File: config.mk
export PLATFORM = sky130hd
export DESIGN_NAME = rotimm_codec
export DESIGN_NICKNAME = d
export VERILOG_FILES = /design/src/rtl/rotimm_pkg.sv /design/src/rtl/rotimm_expand.sv /design/src/rtl/rotimm_probe.sv /design/src/rtl/rotimm_search.sv /design/src/rtl/rotimm_codec.sv
export SDC_FILE = /design/constraint.sdc
export NUM_CORES = 1
export LEC_CHECK = 0
export ABC_CLOCK_PERIOD_IN_PS = 3600
export BUFFER_PORTS_ARGS = -buffer_cell sky130_fd_sc_hd__buf_4
export CAP_MARGIN = 20
export CORE_ASPECT_RATIO = 2
export CORE_MARGIN = 2
export CORE_UTILIZATION = 40
export DETAILED_ROUTE_END_ITERATION = 8
export GPL_ROUTABILITY_DRIVEN = 0
export SKIP_CTS_REPAIR_TIMING = 1
export SYNTH_ARGS = -nofsm -noshare
export SYNTH_HDL_FRONTEND = slang
export SYNTH_HIERARCHICAL = 1
export SYNTH_SLANG_ARGS = --single-unit
export TNS_END_PERCENT = 5
File: constraint.sdc
create_clock -name clk_i -period 3.6 [get_ports clk_i]
set_input_delay 0.9 -clock clk_i [delete_from_list [all_inputs] [get_ports clk_i]]
set_output_delay 0.9 -clock clk_i [all_outputs]
set_load 0.01 [all_outputs]
File: src/rtl/rotimm_pkg.sv
package rotimm_pkg;
  localparam int unsigned DATA_W  = 32;
  localparam int unsigned BASE_W  = 8;
  localparam int unsigned ROT_W   = 4;
  localparam int unsigned FIELD_W = ROT_W + BASE_W;
  localparam int unsigned SHAMT_W = $clog2(DATA_W);

  function automatic logic [DATA_W-1:0] rot_right(logic [DATA_W-1:0] x, logic [SHAMT_W-1:0] n);
    logic [2*DATA_W-1:0] t;
    t = {x, x} >> n;
    return t[DATA_W-1:0];
  endfunction

  function automatic logic [DATA_W-1:0] rot_left(logic [DATA_W-1:0] x, logic [SHAMT_W-1:0] n);
    logic [2*DATA_W-1:0] t;
    t = {x, x} << n;
    return t[2*DATA_W-1:DATA_W];
  endfunction

  // selector -> rotate amount (selector doubled)
  function automatic logic [SHAMT_W-1:0] sel_to_amt(logic [ROT_W-1:0] sel);
    return SHAMT_W'({sel, 1'b0});
  endfunction
endpackage

File: src/rtl/rotimm_expand.sv
module rotimm_expand
  import rotimm_pkg::*;
#(
  parameter int unsigned DW = DATA_W,
  parameter int unsigned BW = BASE_W,
  parameter int unsigned RW = ROT_W,
  localparam int unsigned FW = RW + BW
) (
  input  logic [FW-1:0] field_i,
  output logic [DW-1:0] value_o
);
  logic [BW-1:0] base;
  logic [RW-1:0] sel;
  logic [DW-1:0] base_ext;

  assign base     = field_i[BW-1:0];
  assign sel      = field_i[FW-1:BW];
  assign base_ext = DW'(base);
  assign value_o  = rot_right(base_ext, sel_to_amt(sel));

  // undoing the rotation must leave only the base
  always_comb begin
    p_expand_inverse_r1: assert (rot_left(value_o, sel_to_amt(sel)) == base_ext);
  end
endmodule

File: src/rtl/rotimm_probe.sv
module rotimm_probe
  import rotimm_pkg::*;
#(
  parameter int unsigned DW = DATA_W,
  parameter int unsigned BW = BASE_W,
  parameter int unsigned RW = ROT_W,
  localparam int unsigned NSEL = 1 << RW
) (
  input  logic [DW-1:0] value_i,
  input  logic [RW-1:0] sel_i,
  output logic          hit_o,
  output logic [BW-1:0] base_o
);
  logic [DW-1:0] cand [NSEL];
  logic [DW-1:0] picked;

  // fixed-amount rotations, one per selector; muxed by sel_i
  for (genvar g = 0; g < NSEL; g++) begin : g_cand
    assign cand[g] = rot_left(value_i, sel_to_amt(RW'(g)));
  end

  assign picked = cand[sel_i];
  assign hit_o  = ~|picked[DW-1:BW];
  assign base_o = picked[BW-1:0];
endmodule

File: src/rtl/rotimm_search.sv
module rotimm_search
  import rotimm_pkg::*;
#(
  parameter int unsigned DW = DATA_W,
  parameter int unsigned BW = BASE_W,
  parameter int unsigned RW = ROT_W,
  localparam int unsigned FW = RW + BW,
  localparam logic [RW-1:0] SEL_LAST = {RW{1'b1}}
) (
  input  logic          clk_i,
  input  logic          rst_ni,
  input  logic          start_i,
  input  logic [DW-1:0] value_i,
  output logic          busy_o,
  output logic          done_o,
  output logic          ok_o,
  output logic          unrep_o,
  output logic [FW-1:0] field_o
);
  logic          busy_q, done_q, ok_q, unrep_q;
  logic [RW-1:0] sel_q;
  logic [DW-1:0] val_q;
  logic [FW-1:0] field_q;
  logic          hit;
  logic [BW-1:0] hit_base;

  rotimm_probe #(.DW(DW), .BW(BW), .RW(RW)) u_probe (
    .value_i (val_q),
    .sel_i   (sel_q),
    .hit_o   (hit),
    .base_o  (hit_base)
  );

  always_ff @(posedge clk_i or negedge rst_ni) begin
    if (!rst_ni) begin
      busy_q  <= 1'b0;
      done_q  <= 1'b0;
      ok_q    <= 1'b0;
      unrep_q <= 1'b0;
      sel_q   <= '0;
      val_q   <= '0;
      field_q <= '0;
    end else begin
      done_q <= 1'b0;
      if (!busy_q) begin
        if (start_i) begin
          busy_q  <= 1'b1;
          sel_q   <= '0;
          val_q   <= value_i;
          ok_q    <= 1'b0;
          unrep_q <= 1'b0;
        end
      end else if (hit) begin
        busy_q  <= 1'b0;
        done_q  <= 1'b1;
        ok_q    <= 1'b1;
        field_q <= {sel_q, hit_base};
      end else if (sel_q == SEL_LAST) begin
        busy_q  <= 1'b0;
        done_q  <= 1'b1;
        unrep_q <= 1'b1;
        field_q <= '0;
      end else begin
        sel_q <= sel_q + 1'b1;
      end
    end
  end

  assign busy_o  = busy_q;
  assign done_o  = done_q;
  assign ok_o    = ok_q;
  assign unrep_o = unrep_q;
  assign field_o = field_q;

  p_scan_step_r2: assert property (@(posedge clk_i) disable iff (!rst_ni)
    (busy_q && !hit && sel_q != SEL_LAST) |=> (busy_q && sel_q == $past(sel_q) + 1'b1));

  p_roundtrip_r3: assert property (@(posedge clk_i) disable iff (!rst_ni)
    (done_q && ok_q) |->
      rot_right(DW'(field_q[BW-1:0]), sel_to_amt(field_q[FW-1:BW])) == val_q);

  p_flags_excl_r4: assert property (@(posedge clk_i) disable iff (!rst_ni)
    !(ok_q && unrep_q));

  p_unrep_at_end_r4: assert property (@(posedge clk_i) disable iff (!rst_ni)
    $rose(unrep_q) |-> $past(sel_q) == SEL_LAST);

  p_done_pulse_r5: assert property (@(posedge clk_i) disable iff (!rst_ni)
    done_q |=> !done_q);

  p_ignore_start_r6: assert property (@(posedge clk_i) disable iff (!rst_ni)
    (busy_q && start_i) |=> $stable(val_q));

  p_hold_r8: assert property (@(posedge clk_i) disable iff (!rst_ni)
    (!busy_q && !start_i) |=> ($stable(field_q) && $stable(ok_q) && $stable(unrep_q)));
endmodule

File: src/rtl/rotimm_codec.sv
module rotimm_codec
  import rotimm_pkg::*;
#(
  parameter int unsigned DW = DATA_W,
  parameter int unsigned BW = BASE_W,
  parameter int unsigned RW = ROT_W,
  localparam int unsigned FW = RW + BW
) (
  input  logic          clk_i,
  input  logic          rst_ni,
  input  logic [FW-1:0] dec_field_i,
  output logic [DW-1:0] dec_value_o,
  input  logic          enc_start_i,
  input  logic [DW-1:0] enc_value_i,
  output logic          enc_busy_o,
  output logic          enc_done_o,
  output logic          enc_ok_o,
  output logic          enc_unrep_o,
  output logic [FW-1:0] enc_field_o
);
  rotimm_expand #(.DW(DW), .BW(BW), .RW(RW)) u_expand (
    .field_i (dec_field_i),
    .value_o (dec_value_o)
  );

  rotimm_search #(.DW(DW), .BW(BW), .RW(RW)) u_search (
    .clk_i   (clk_i),
    .rst_ni  (rst_ni),
    .start_i (enc_start_i),
    .value_i (enc_value_i),
    .busy_o  (enc_busy_o),
    .done_o  (enc_done_o),
    .ok_o    (enc_ok_o),
    .unrep_o (enc_unrep_o),
    .field_o (enc_field_o)
  );

  p_idle_no_done_r6: assert property (@(posedge clk_i) disable iff (!rst_ni)
    enc_done_o |-> !enc_busy_o);
endmodule

# After elaboration in Yosys (flattened, before gate mapping)
# Cells that the tools add are included.
dict set report totals {
  regBits 52
  in_bits 47
  wordCells 47
}
dict set report classes {
  muxes 22
  reduce_logical 7
  n_shift 1
  addsub 1
  n_lt_le_gt_ge 1
  n_bitwise 2
  eq_ne 6
}
# operator count
set op_table {}
lappend op_table {{$bmux 32 s4} 1}
lappend op_table {{$mux 32} 2}
lappend op_table {{$shr 40x5->32} 1}
lappend op_table {{$mux 12} 2}
lappend op_table {{$reduce_or 24->1} 1}
lappend op_table {{$mux 4} 4}
lappend op_table {{$mux 1} 13}
lappend op_table {{$ne 2x2->1 const B} 4}
lappend op_table {{$reduce_and 2->1} 3}
lappend op_table {{$reduce_and 3->1} 2}
lappend op_table {{$ge 5x5->1 const B} 1}
lappend op_table {{$not 4->5} 1}
lappend op_table {{$add 4x1->4 const B} 1}
lappend op_table {{$eq 4x4->1 const B} 1}
lappend op_table {{$ne 2x1->1 const B} 1}
lappend op_table {{$reduce_bool 2->1} 1}
lappend op_table {{$not 1->1} 1}

# Logic depth before layout (Yosys ltp)
# Gate-level depths: netlist of run 1.
dict set report depth {
  depth_word 7
  mapped_depth 13
}

# By module
# Netlist of run 1, hierarchy kept.
# module cells_per_inst area_per_inst_um2 n_inst
set by_module_without_submodules {}
lappend by_module_without_submodules {rotimm_search 134 2013.2 1}
lappend by_module_without_submodules {rotimm_probe 192 1537.7 1}
lappend by_module_without_submodules {rotimm_expand 98 716.9 1}

# Worst setup path after synthesis of run 1
# Ideal clock, no wire load.
dict set report synth_path {
  path_type {register to register}
  start {reg u_search.sel_q[2]}
  end {reg u_search.field_q[10] (netlist: u_search/field_o[10])}
  stages_incl_launch_ff 12
  slack_ns 0.849
  required_ns 3.479
  arrival_ns 2.630
  synth_period_minus_slack_ns 2.751
  path_cell_list {dfrtp_1 -> buf_2 -> buf_1 -> mux4_2 -> nor3_1 -> a21oi_1 -> nor4b_1 -> o22a_1 -> a31oi_2 -> nand2b_4 -> buf_6 -> a22o_1}
}
dict set report synth_between {
  elab_chain_len 7
  elab_cells_between_ends 9
}
# element line
set synth_lines {}
lappend synth_lines {{start: declaration} rotimm_search.sv:21} ;# logic [RW-1:0] sel_q;
lappend synth_lines {{start signal: assignment} rotimm_search.sv:64} ;# sel_q <= sel_q + 1'b1;
lappend synth_lines {{$not 4->5 (implied by the code)} rotimm_probe.sv:22} ;# assign picked = cand[sel_i];
lappend synth_lines {{$bmux 32 s4} rotimm_probe.sv:22}
lappend synth_lines {{$mux 32 (implied by the code) (2 in a row)} rotimm_probe.sv:22}
lappend synth_lines {{$reduce_or 24->1} rotimm_probe.sv:23} ;# assign hit_o = ~|picked[DW-1:BW];
lappend synth_lines {{$ne 2x1->1 (no source line)} --}
lappend synth_lines {{$reduce_and 2->1 (no source line)} --}
lappend synth_lines {{end signal: assignment} rotimm_search.sv:57} ;# field_q <= {sel_q, hit_base};
lappend synth_lines {{end: declaration} rotimm_search.sv:23} ;# logic [FW-1:0] field_q;
# Several ways; a longest one is shown, not always the timed one. The select of a mux whose other input is x is not followed.
# A chain may end at the register's enable or synchronous reset.

# Worst setup path after layout of run 1
dict set report layout_path {
  start {reg u_search.sel_q[1]}
  end {reg u_search.field_q[7] (netlist: u_search/field_o[7])}
}
# The elaborated chain is that of the path after synthesis.

==> results of run 1 <==
## Yosys cell counts (2+ instances only)
master	count
a211oi_1	5
a211oi_2	2
a21o_1	2
a21oi_1	18
a221oi_1	2
a22o_1	12
a31o_2	2
a31oi_1	5
a32o_1	2
a32oi_1	5
and2_1	5
and3b_1	2
and4b_1	2
buf_1	4
buf_12	2
buf_2	8
buf_4	6
buf_6	5
clkbuf_1	7
dfrtp_1	52
inv_1	6
mux2_2	47
mux2i_1	34
mux2i_4	2
mux4_2	16
nand2_1	41
nand2b_1	6
nand3_1	5
nand4b_1	2
nor2_1	39
nor2b_1	10
nor3_1	6
nor4_1	4
nor4b_1	2
nor4bb_1	3
o21ai_0	16
o21ai_1	2
o22a_1	4
o22ai_1	5
o32ai_1	2
xor2_1	2
## area by class of cell
type | count | area [µm²]
well taps | 137 | 171
fillers | 1024 | 5310
repair buffers | 107 | 816
inverters | 6 | 22.5
clock inverters | 3 | 26.3
multi-input cells | 332 | 2700
flip-flops and latches | 52 | 1300
clock buffers | 5 | 125
## cell families (layout without fill, tap and decap cells)
family / after synthesis / count (layout) / share of synthesized area
AOI/OAI and AO/OA: 90 / 90 / 0.149
xor gates and xnor gates: 2 / 2 / 0.00411
adders and majority gates: 1 / 1 / 0.00293
buffers and inverters: 40 / 121 / 0.0621
DFF: 52 / 52 / 0.305
muxes: 100 / 100 / 0.305
and+or+nand+nor: 139 / 139 / 0.172
## registers in the layout, indices dropped and copies added, names as in the netlist
| register | count |
|---|---|
| u_search/done_o | 1 |
| u_search/unrep_o | 1 |
| u_search/ok_o | 1 |
| u_search/busy_o | 1 |
| u_search/val_q | 32 |
| u_search/field_o | 12 |
| u_search/sel_q | 4 |
## where the power goes
| group | internal [mW] | leakage (nW) | switching, mW | total, mW |
|---|---|---|---|---|
| combinational | 1.23 | 1.55 | 1.16 | 2.39 |
| clock | 0.263 | 0.0680 | 0.227 | 0.489 |
| sequential | 0.800 | 0.646 | 0.496 | 1.30 |
## worst reg2reg max path: stages, from the launching register on
cell,delay [ps]
dfrtp_2,700
buf_12,250
buf_4,200
mux2i_1,210
nand2_1,80
a21oi_1,180
a32oi_1,100
nor4_1,340
o22a_1,350
a31oi_2,110
nand2b_4,240
a22o_1,280
## path summary, 6_finish.rpt
kind	cells past startpoint	end	from	slack, ps
max	11	u_search/field_o[7]$_DFFE_PN0P_	u_search/sel_q[1]$_DFFE_PN0P_	450
min	1	u_search/field_o[1]$_DFFE_PN0P_	u_search/field_o[1]$_DFFE_PN0P_	510
max reg2reg	11	u_search/field_o[7]$_DFFE_PN0P_	u_search/sel_q[1]$_DFFE_PN0P_	450
min reg2reg	1	u_search/field_o[1]$_DFFE_PN0P_	u_search/field_o[1]$_DFFE_PN0P_	510
max in group asynchronous	1	u_search/sel_q[1]$_DFFE_PN0P_	rst_ni	2520
min in group asynchronous	1	u_search/val_q[5]$_DFFE_PN0P_	rst_ni	630
## metal layers
metal / vias up / share of wire
met5: - / 0
met4: 0 / 0.076
met3: 46 / 0.048
met2: 153 / 0.56
met1: 1877 / 0.31
li1: 1766 / -
==> flow_metrics.py, run 1 <==
metrics = {
    "setup_path": {
        "timing.critical_path.arrival_ps": 3330,
        "worstPathCellList": "buf_12, buf_4, mux2i_1, nand2_1, a21oi_1, a32oi_1, nor4_1, o22a_1, a31oi_2, nand2b_4, a22o_1",
        "timing_worst_setup_path_type": "flip-flop to flip-flop",
        "critPathMaxFanout": 23,
        "worst_path_dominant_cell_family": "compound AO/OA/AOI/OAI gates",
        "crit_buf_inv": 2,
        "max_stage_delay_ps": 700,
        "critical_path_required_ps": 3780,
        "critPathCaptureType": "flip-flop",
        "worstSetupStartpointType": "flip-flop",
        "worst_path_max_delay_cell": "dfrtp_2",
    },
    "synth": {
        "ys_async_sr_fraction": 1.00,
        "yosysSeqAreaShare": 0.305,
        "synth_edf_count": 0,
        "synth.top_cell.area_share": 0.305,
        "mappedNetlistNets": 472,
        "synth_seq_cells": 52,
        "netlist_area_mm2": 0.00427,
        "syn_avg_cell_area_um2": 10.1,
        "synthDominantAreaCellType": "dfrtp_1",
        "netlist_top_cells_area": "dfrtp_1, mux2_2, mux4_2, mux2i_1, nand2_1",
        "post_synth_inst_count": 424,
        "yosysWarnings": 6,
        "synth_flop_cell": "dfrtp_1",
        "yosys.cell_types.count": 63,
    },
    "cells_and_area": {
        "fin_area_mm2": 0.00516,
        "most_frequent_cells_in_the_layout": "buf_4, dfrtp_1, mux2_2, nand2_1, nor2_1",
        "fin_util": 0.493,
        "stdcell_count": 642,
        "final_common_cell": "buf_4",
        "insertedDiodeCount": 0,
        "area_delta_synth_final_pct": 21.0,
        "total_nets_final": 552,
        "layout-drive-gt1-share": 0.382,
    },
    "floorplan": {
        "fp-row-count": 53,
        "chipHeight_um": 150,
        "coreArea_mm2": 0.0105,
        "overall_die_area_mm2": 0.0116,
        "die_width_um": 77.0,
        "number_of_top_level_pins": 95,
        "floorplan.initialDensity": 0.407,
    },
    "sta": {
        "post-route-period-util": 0.875,
        "final_hold_viol_count": 0,
        "setup_skew_after_layout_ps": 9.03,
        "fin_ws_ps": 451,
        "timing.final.setup_violations": 0,
        "drv_slew": 0,
        "slew-limit-headroom": 0.568,
        "whs_ps": 511,
        "fmax_mhz": 318,
        "grt_setup_unrepaired": "no",
        "period_minus_slack_ps": 3150,
        "measured_slew_at_the_worst_slew_check_pin_ps": 648,
        "finalSetupTns_ps": 0,
    },
    "global_routing": {
        "grt_antenna_before_repair": 0,
        "met2_usage": 0.438,
        "gr-max-usage-layer": "met2",
        "grt_max_degree": 53,
        "groute.usage.overall": 0.229,
        "globalRouteMet1Util": 0.211,
        "global_route.overflow_total": 0,
        "global_route.usage.met3": 0.0350,
        "grt_pass1_wl_um": 20500,
        "first_global_vias": 3897,
    },
    "route": {
        "postRouteWirelength_um": 12800,
        "routedWlPerCell_um": 20.0,
        "routed_via_density": 5.98,
        "ant_nets": 0,
        "drc": 0,
        "routed-via-count": 3842,
        "detailedRoute.firstPassIterationCount": 4,
        "initialDrtViolationCount": 162,
    },
    "placed_design": {
        "place.port_buffers": 94,
        "pre_cts_ws_ps": 505,
        "placedCellCount": 634,
        "placed_area_mm2": 0.00501,
        "final_hpwl_dp_um": 10200,
    },
    "power": {
        "power_leakage_nw": 2.27,
        "power.total_mw": 4.17,
        "cellPowerDensity_mw_per_mm2": 808,
        "vdd.ir_drop.worst_uv": 449,
    },
    "clocking": {
        "tritoncts_num_sinks": 52,
        "clk_path_buf_depth": 2,
        "clock_latency_ps": 300,
        "clockRootBuffer": "clkbuf_16",
        "htree_num_levels": 2,
        "clk_pin_slew_worst_paths_ps": 70,
        "tritoncts": "built",
        "tritoncts.num_buffers": 5,
    },
    "job": {
        "cap_viol_max_count": 0,
    },
    "outcome": {
        "status": "completed",
    },
    "hold_path": {
        "holdCritPathClass": "flip-flop to flip-flop",
    },
}
Note: power is estimated with default switching activity, not from simulation.
==> run 2, diff against run 1 <==
--- a/config.mk
+++ b/config.mk
@@ -13,6 +13,7 @@
 export CORE_UTILIZATION = 40
 export DETAILED_ROUTE_END_ITERATION = 8
 export GPL_ROUTABILITY_DRIVEN = 0
+export RECOVER_POWER = 50
 export SKIP_CTS_REPAIR_TIMING = 1
 export SYNTH_ARGS = -nofsm -noshare
 export SYNTH_HDL_FRONTEND = slang
==> run 2 against run 1 <==
Against the previous run:
- the run now ends with max-capacitance violations, max-slew violations left
- total power increased by 0.14%
- register-to-register slack hardly changed
- worst hold slack got worse by 2.4 ps
- sequential cell count unchanged
- highest routed layer unchanged
==> flow_metrics.py, run 2 (synthesis gave the netlist of run 1 again) <==
metrics = {
    "cells_and_area": {
        "total_nets_final": 552,
        "area_delta_synth_final_pct": 19.5,
        "layout-drive-gt1-share": 0.349,
        "stdcell_count": 642,
        "fin_util": 0.487,
        "largest_register_ff_count": 32,
        "insertedDiodeCount": 0,
        "registers.top_by_ff_count": "u_search/val_q",
        "multiInputGateArea_mm2": 0.00270,
        "regArea_mm2": 0.00130,
        "most_frequent_cells_in_the_layout": "buf_4, dfrtp_1, mux2_2, nand2_1, nor2_1",
        "fin_area_mm2": 0.00510,
        "final_common_cell": "buf_4",
        "num-fill-cells": 1049,
    },
    "clocking": {
        "clk_path_buf_depth": 2,
        "tritoncts.num_buffers": 5,
        "clockRootBuffer": "clkbuf_16",
        "tritoncts_num_sinks": 52,
        "htree_num_levels": 2,
        "clock_latency_ps": 300,
        "clk_pin_slew_worst_paths_ps": 70,
        "tritoncts": "built",
    },
    "setup_path": {
        "worstRegToRegCells": 11,
        "timing.critical_path.depth": 11,
        "max_stage_delay_ps": 700,
        "worstSetupStartpointType": "flip-flop",
        "crit_buf_inv": 2,
        "critPathMaxFanout": 23,
        "critPathCaptureType": "flip-flop",
        "timing.critical_path.arrival_ps": 3320,
        "worst_path_dominant_cell_family": "compound AO/OA/AOI/OAI gates",
        "worstPathCellList": "buf_12, buf_4, mux2i_1, nand2_1, a21oi_1, a32oi_1, nor4_1, o22a_1, a31oi_2, nand2b_4, a22o_1",
        "timing_worst_setup_path_type": "flip-flop to flip-flop",
        "critical_path_required_ps": 3780,
        "worst_path_max_delay_cell": "dfrtp_2",
    },
    "placed_design": {
        "placed_area_mm2": 0.00501,
        "place.port_buffers": 94,
        "final_hpwl_dp_um": 10200,
        "pre_cts_ws_ps": 505,
        "placedCellCount": 634,
    },
    "sta": {
        "post-route-period-util": 0.873,
        "final_hold_viol_count": 0,
        "period_minus_slack_ps": 3140,
        "finalSetupTns_ps": 0,
        "slew-limit-headroom": -0.169,
        "timing.final.setup_violations": 0,
        "grt_setup_unrepaired": "no",
        "drv_slew": 35,
        "whs_ps": 508,
        "fin_ws_ps": 458,
        "fmax_mhz": 318,
        "measured_slew_at_the_worst_slew_check_pin_ps": 1750,
        "setup_skew_after_layout_ps": 9.49,
    },
    "route": {
        "drc": 0,
        "routed_via_density": 6.02,
        "initialDrtViolationCount": 148,
        "ant_nets": 0,
        "top_layer": "met4",
        "routedWlPerCell_um": 20.2,
        "route.met3.wl_um": 683,
        "met2RoutedLength_um": 7180,
        "postRouteWirelength_um": 13000,
        "routed-via-count": 3864,
        "routedLengthMet1_um": 4050,
        "detailedRoute.firstPassIterationCount": 4,
    },
    "hold_path": {
        "holdCritPathClass": "flip-flop to flip-flop",
        "worstHoldPathCells": 1,
    },
    "power": {
        "total_switching_power_mw": 1.89,
        "cellInternalPower_mw": 2.28,
        "seqPwrFrac": 0.312,
        "vdd.ir_drop.worst_uv": 454,
        "combinationalPowerShare": 0.571,
        "power_leakage_nw": 2.19,
        "power.total_mw": 4.18,
        "cellPowerDensity_mw_per_mm2": 820,
        "swShare": 0.453,
        "share_of_power_burned_in_the_clock_network": 0.117,
    },
    "global_routing": {
        "first_global_vias": 3897,
        "global_route.overflow_total": 0,
        "grt_antenna_before_repair": 0,
        "grt_pass1_wl_um": 20500,
        "grt_max_degree": 53,
        "groute.usage.overall": 0.229,
    },
    "floorplan": {
        "coreArea_mm2": 0.0105,
        "overall_die_area_mm2": 0.0116,
        "floorplan.initialDensity": 0.407,
        "chipHeight_um": 150,
        "die_width_um": 77.0,
        "number_of_top_level_pins": 95,
        "fp-row-count": 53,
    },
    "outcome": {
        "violations_in_the_final_reports": "max-capacitance violations, max-slew violations",
        "status": "finished, violations left",
    },
    "job": {
        "cap_viol_max_count": 1,
    },
}
## run 2: cell types whose count changed in the layout (fill, tap and decap cells not counted)
cell	previous run	this run
clkbuf_1	0	17
buf_4	106	88
clkbuf_2	0	1
## run 2: per-layer routing
layer  GRT usage  vias up
li1            -     1765
met1       0.211     1875
met2       0.438      171
met3      0.0350       53
met4       0.181        0
met5           0        -
## run 2: worst paths after layout
| path | start | to | slack (ps) |
|---|---|---|---|
| max | u_search/sel_q[1]$_DFFE_PN0P_ | u_search/field_o[7]$_DFFE_PN0P_ | 460 |
| max reg2reg | u_search/sel_q[1]$_DFFE_PN0P_ | u_search/field_o[7]$_DFFE_PN0P_ | 460 |
| max in group asynchronous | rst_ni | u_search/sel_q[1]$_DFFE_PN0P_ | 1880 |
| min | u_search/field_o[1]$_DFFE_PN0P_ | u_search/field_o[1]$_DFFE_PN0P_ | 510 |
| min in group asynchronous | rst_ni | u_search/val_q[5]$_DFFE_PN0P_ | 880 |
| min reg2reg | u_search/field_o[1]$_DFFE_PN0P_ | u_search/field_o[1]$_DFFE_PN0P_ | 510 |
## run 2: layout make-up
| type | instances | area share |
|---|---|---|
| flip-flops and latches | 52 | 0.255 |
| well taps | 137 | 0.0336 |
| clock inverters | 3 | 0.00515 |
| repair buffers | 107 | 0.147 |
| inverters | 6 | 0.00442 |
| clock buffers | 5 | 0.0245 |
| multi-input cells | 332 | 0.530 |
## run 2: power groups by stage
stage / Clock, mW / Sequential [mW] / Combinational, mW
final: 0.490 / 1.30 / 2.39
after global routing: 0.530 / 1.34 / 2.58
after CTS: 0.509 / 1.29 / 2.37
after detailed placement: 0 / 1.30 / 2.36
after global placement: 0 / 1.29 / 2.33
after floorplan: 0 / 1.04 / 1.93
==> run 3, diff against run 2 <==
--- a/config.mk
+++ b/config.mk
@@ -9,10 +9,11 @@
 export BUFFER_PORTS_ARGS = -buffer_cell sky130_fd_sc_hd__buf_4
 export CAP_MARGIN = 20
 export CORE_ASPECT_RATIO = 2
-export CORE_MARGIN = 2
 export CORE_UTILIZATION = 40
+export CTS_CLUSTER_SIZE = 30
 export DETAILED_ROUTE_END_ITERATION = 8
 export GPL_ROUTABILITY_DRIVEN = 0
+export PLACE_DENSITY_LB_ADDON = 0.05
 export RECOVER_POWER = 50
 export SKIP_CTS_REPAIR_TIMING = 1
 export SYNTH_ARGS = -nofsm -noshare
==> run 3 against run 2 <==
Against the previous run:
- the run still ends with max-capacitance violations, max-slew violations left
- worst hold slack better by 1.7 ps
- sequential share of layout area is 0.075 points higher
- global-route usage is 0.83 points higher
- worst setup slack better by 93 ps
==> flow_metrics.py, run 3 (synthesis gave the netlist of run 1 again) <==
metrics = {
    "outcome": {
        "status": "finished, violations left",
        "violations_in_the_final_reports": "max-capacitance violations, max-slew violations",
    },
    "clocking": {
        "tritoncts": "built",
        "tritoncts_num_sinks": 52,
        "tritoncts.num_buffers": 5,
        "clock_latency_ps": 300,
        "clk_path_buf_depth": 2,
        "clk_pin_slew_worst_paths_ps": 70,
        "htree_num_levels": 2,
        "clockRootBuffer": "clkbuf_16",
    },
    "power": {
        "cellPowerDensity_mw_per_mm2": 819,
        "power_leakage_nw": 2.18,
        "vdd.ir_drop.worst_uv": 446,
    },
    "sta": {
        "drv_slew": 35,
        "post-route-period-util": 0.847,
        "fmax_mhz": 328,
        "measured_slew_at_the_worst_slew_check_pin_ps": 1780,
        "slew-limit-headroom": -0.184,
        "period_minus_slack_ps": 3050,
        "whs_ps": 510,
        "final_hold_viol_count": 0,
        "setup_skew_after_layout_ps": 4.23,
        "grt_setup_unrepaired": "no",
        "timing.final.setup_violations": 0,
        "finalSetupTns_ps": 0,
    },
    "global_routing": {
        "grt_max_degree": 53,
        "gr-max-usage-layer": "met2",
        "grt_pass1_wl_um": 19400,
        "groute.usage.overall": 0.238,
        "globalRouteMet1Util": 0.242,
        "first_global_vias": 3620,
        "global_route.usage.met3": 0.0278,
        "grt_antenna_before_repair": 0,
        "global_route.overflow_total": 0,
        "met2_usage": 0.438,
    },
    "route": {
        "drc": 0,
        "routed_via_density": 5.80,
        "detailedRoute.firstPassIterationCount": 4,
        "initialDrtViolationCount": 161,
        "routed-via-count": 3715,
        "ant_nets": 0,
        "routedWlPerCell_um": 19.6,
        "postRouteWirelength_um": 12500,
    },
    "floorplan": {
        "die_width_um": 75.0,
        "fp-row-count": 53,
        "chipHeight_um": 148,
        "overall_die_area_mm2": 0.0111,
        "number_of_top_level_pins": 95,
        "coreArea_mm2": 0.0104,
        "floorplan.initialDensity": 0.410,
    },
    "placed_design": {
        "place.port_buffers": 94,
        "placed_area_mm2": 0.00500,
        "final_hpwl_dp_um": 9780,
        "placedCellCount": 632,
    },
    "cells_and_area": {
        "area_delta_synth_final_pct": 19.1,
        "total_nets_final": 550,
        "final_common_cell": "buf_4",
        "num-fill-cells": 1012,
        "fin_util": 0.488,
        "registers.top_by_ff_count": "u_search/val_q",
        "layout-drive-gt1-share": 0.346,
        "insertedDiodeCount": 0,
        "most_frequent_cells_in_the_layout": "buf_4, dfrtp_1, mux2_2, nand2_1, nor2_1",
        "stdcell_count": 640,
        "regArea_mm2": 0.00130,
        "multiInputGateArea_mm2": 0.00270,
        "fin_area_mm2": 0.00508,
        "largest_register_ff_count": 32,
    },
    "setup_path": {
        "worstSetupStartpointType": "flip-flop",
        "worst_path_dominant_cell_family": "simple AND/OR/NAND/NOR gates",
        "critPathCaptureType": "flip-flop",
        "timing.critical_path.arrival_ps": 3240,
        "critical_path_required_ps": 3790,
        "critPathMaxFanout": 39,
        "timing_worst_setup_path_type": "flip-flop to flip-flop",
        "crit_buf_inv": 1,
        "worstPathCellList": "buf_12, or4b_1, o22a_1, nor2_1, a21oi_1, nor4_1, o22a_1, a31oi_2, nand2b_4, a22o_1",
        "worst_path_most_repeated_cell": "o22a_1",
        "max_stage_delay_ps": 520,
        "worst_path_max_delay_cell": "dfrtp_2",
    },
    "job": {
        "cap_viol_max_count": 1,
    },
    "hold_path": {
        "holdCritPathClass": "flip-flop to flip-flop",
    },
}
-- run 3: cell count changes in the layout (fill, tap and decap cells not counted) --
cell   previous run  this run
buf_4            88        86
-- run 3: area by class of cell --
class / count / share of cell area
clock inverter: 3 / 0.00517
tap: 137 / 0.0337
multi-input combinational: 332 / 0.531
clock buffer: 5 / 0.0246
sequential: 52 / 0.256
timing repair buffer: 105 / 0.144
inverter: 6 / 0.00443
-- run 3: report_power, final --
group / switching, mW / internal, mW / leakage, nW
registers: 0.450 / 0.800 / 0.646
clock network: 0.239 / 0.263 / 0.0680
logic: 1.20 / 1.21 / 1.47
-- run 3: worst register-to-register path, delay by kind of cell, from the launching register on --
family	cells	cell delay, ps
AOI/OAI and AO/OA	5	1050
and+or+nand+nor	4	1110
DFF	1	520
buffers and inverters	1	280
-- run 3: path summary, 6_finish.rpt --
kind,from,end,slack [ps],cells after the start
hold / removal,u_search/field_o[6]$_DFFE_PN0P_,u_search/field_o[6]$_DFFE_PN0P_,510,1
max in group asynchronous,rst_ni,u_search/sel_q[1]$_DFFE_PN0P_,1890,1
hold reg to reg,u_search/field_o[6]$_DFFE_PN0P_,u_search/field_o[6]$_DFFE_PN0P_,510,1
min in group asynchronous,rst_ni,u_search/busy_o$_DFF_PN0_,870,1
setup / recovery,u_search/sel_q[1]$_DFFE_PN0P_,u_search/field_o[11]$_DFFE_PN0P_,550,10
setup reg to reg,u_search/sel_q[1]$_DFFE_PN0P_,u_search/field_o[11]$_DFFE_PN0P_,550,10
-- run 3: layer usage --
metal	wire (µm)	vias up
met3	425	36
met4	724	0
met2	7110	127
met1	4290	1787
met5	0	-
li1	-	1765
-- run 3: metrics by stage --
step | power (mW) | setup slack, ps
after floorplan | 2.97 | 849
after global placement | 3.64 | 621
after detailed placement | 3.66 | 588
after CTS | 4.18 | 572
after global routing | 4.46 | 325
final | 4.16 | 551
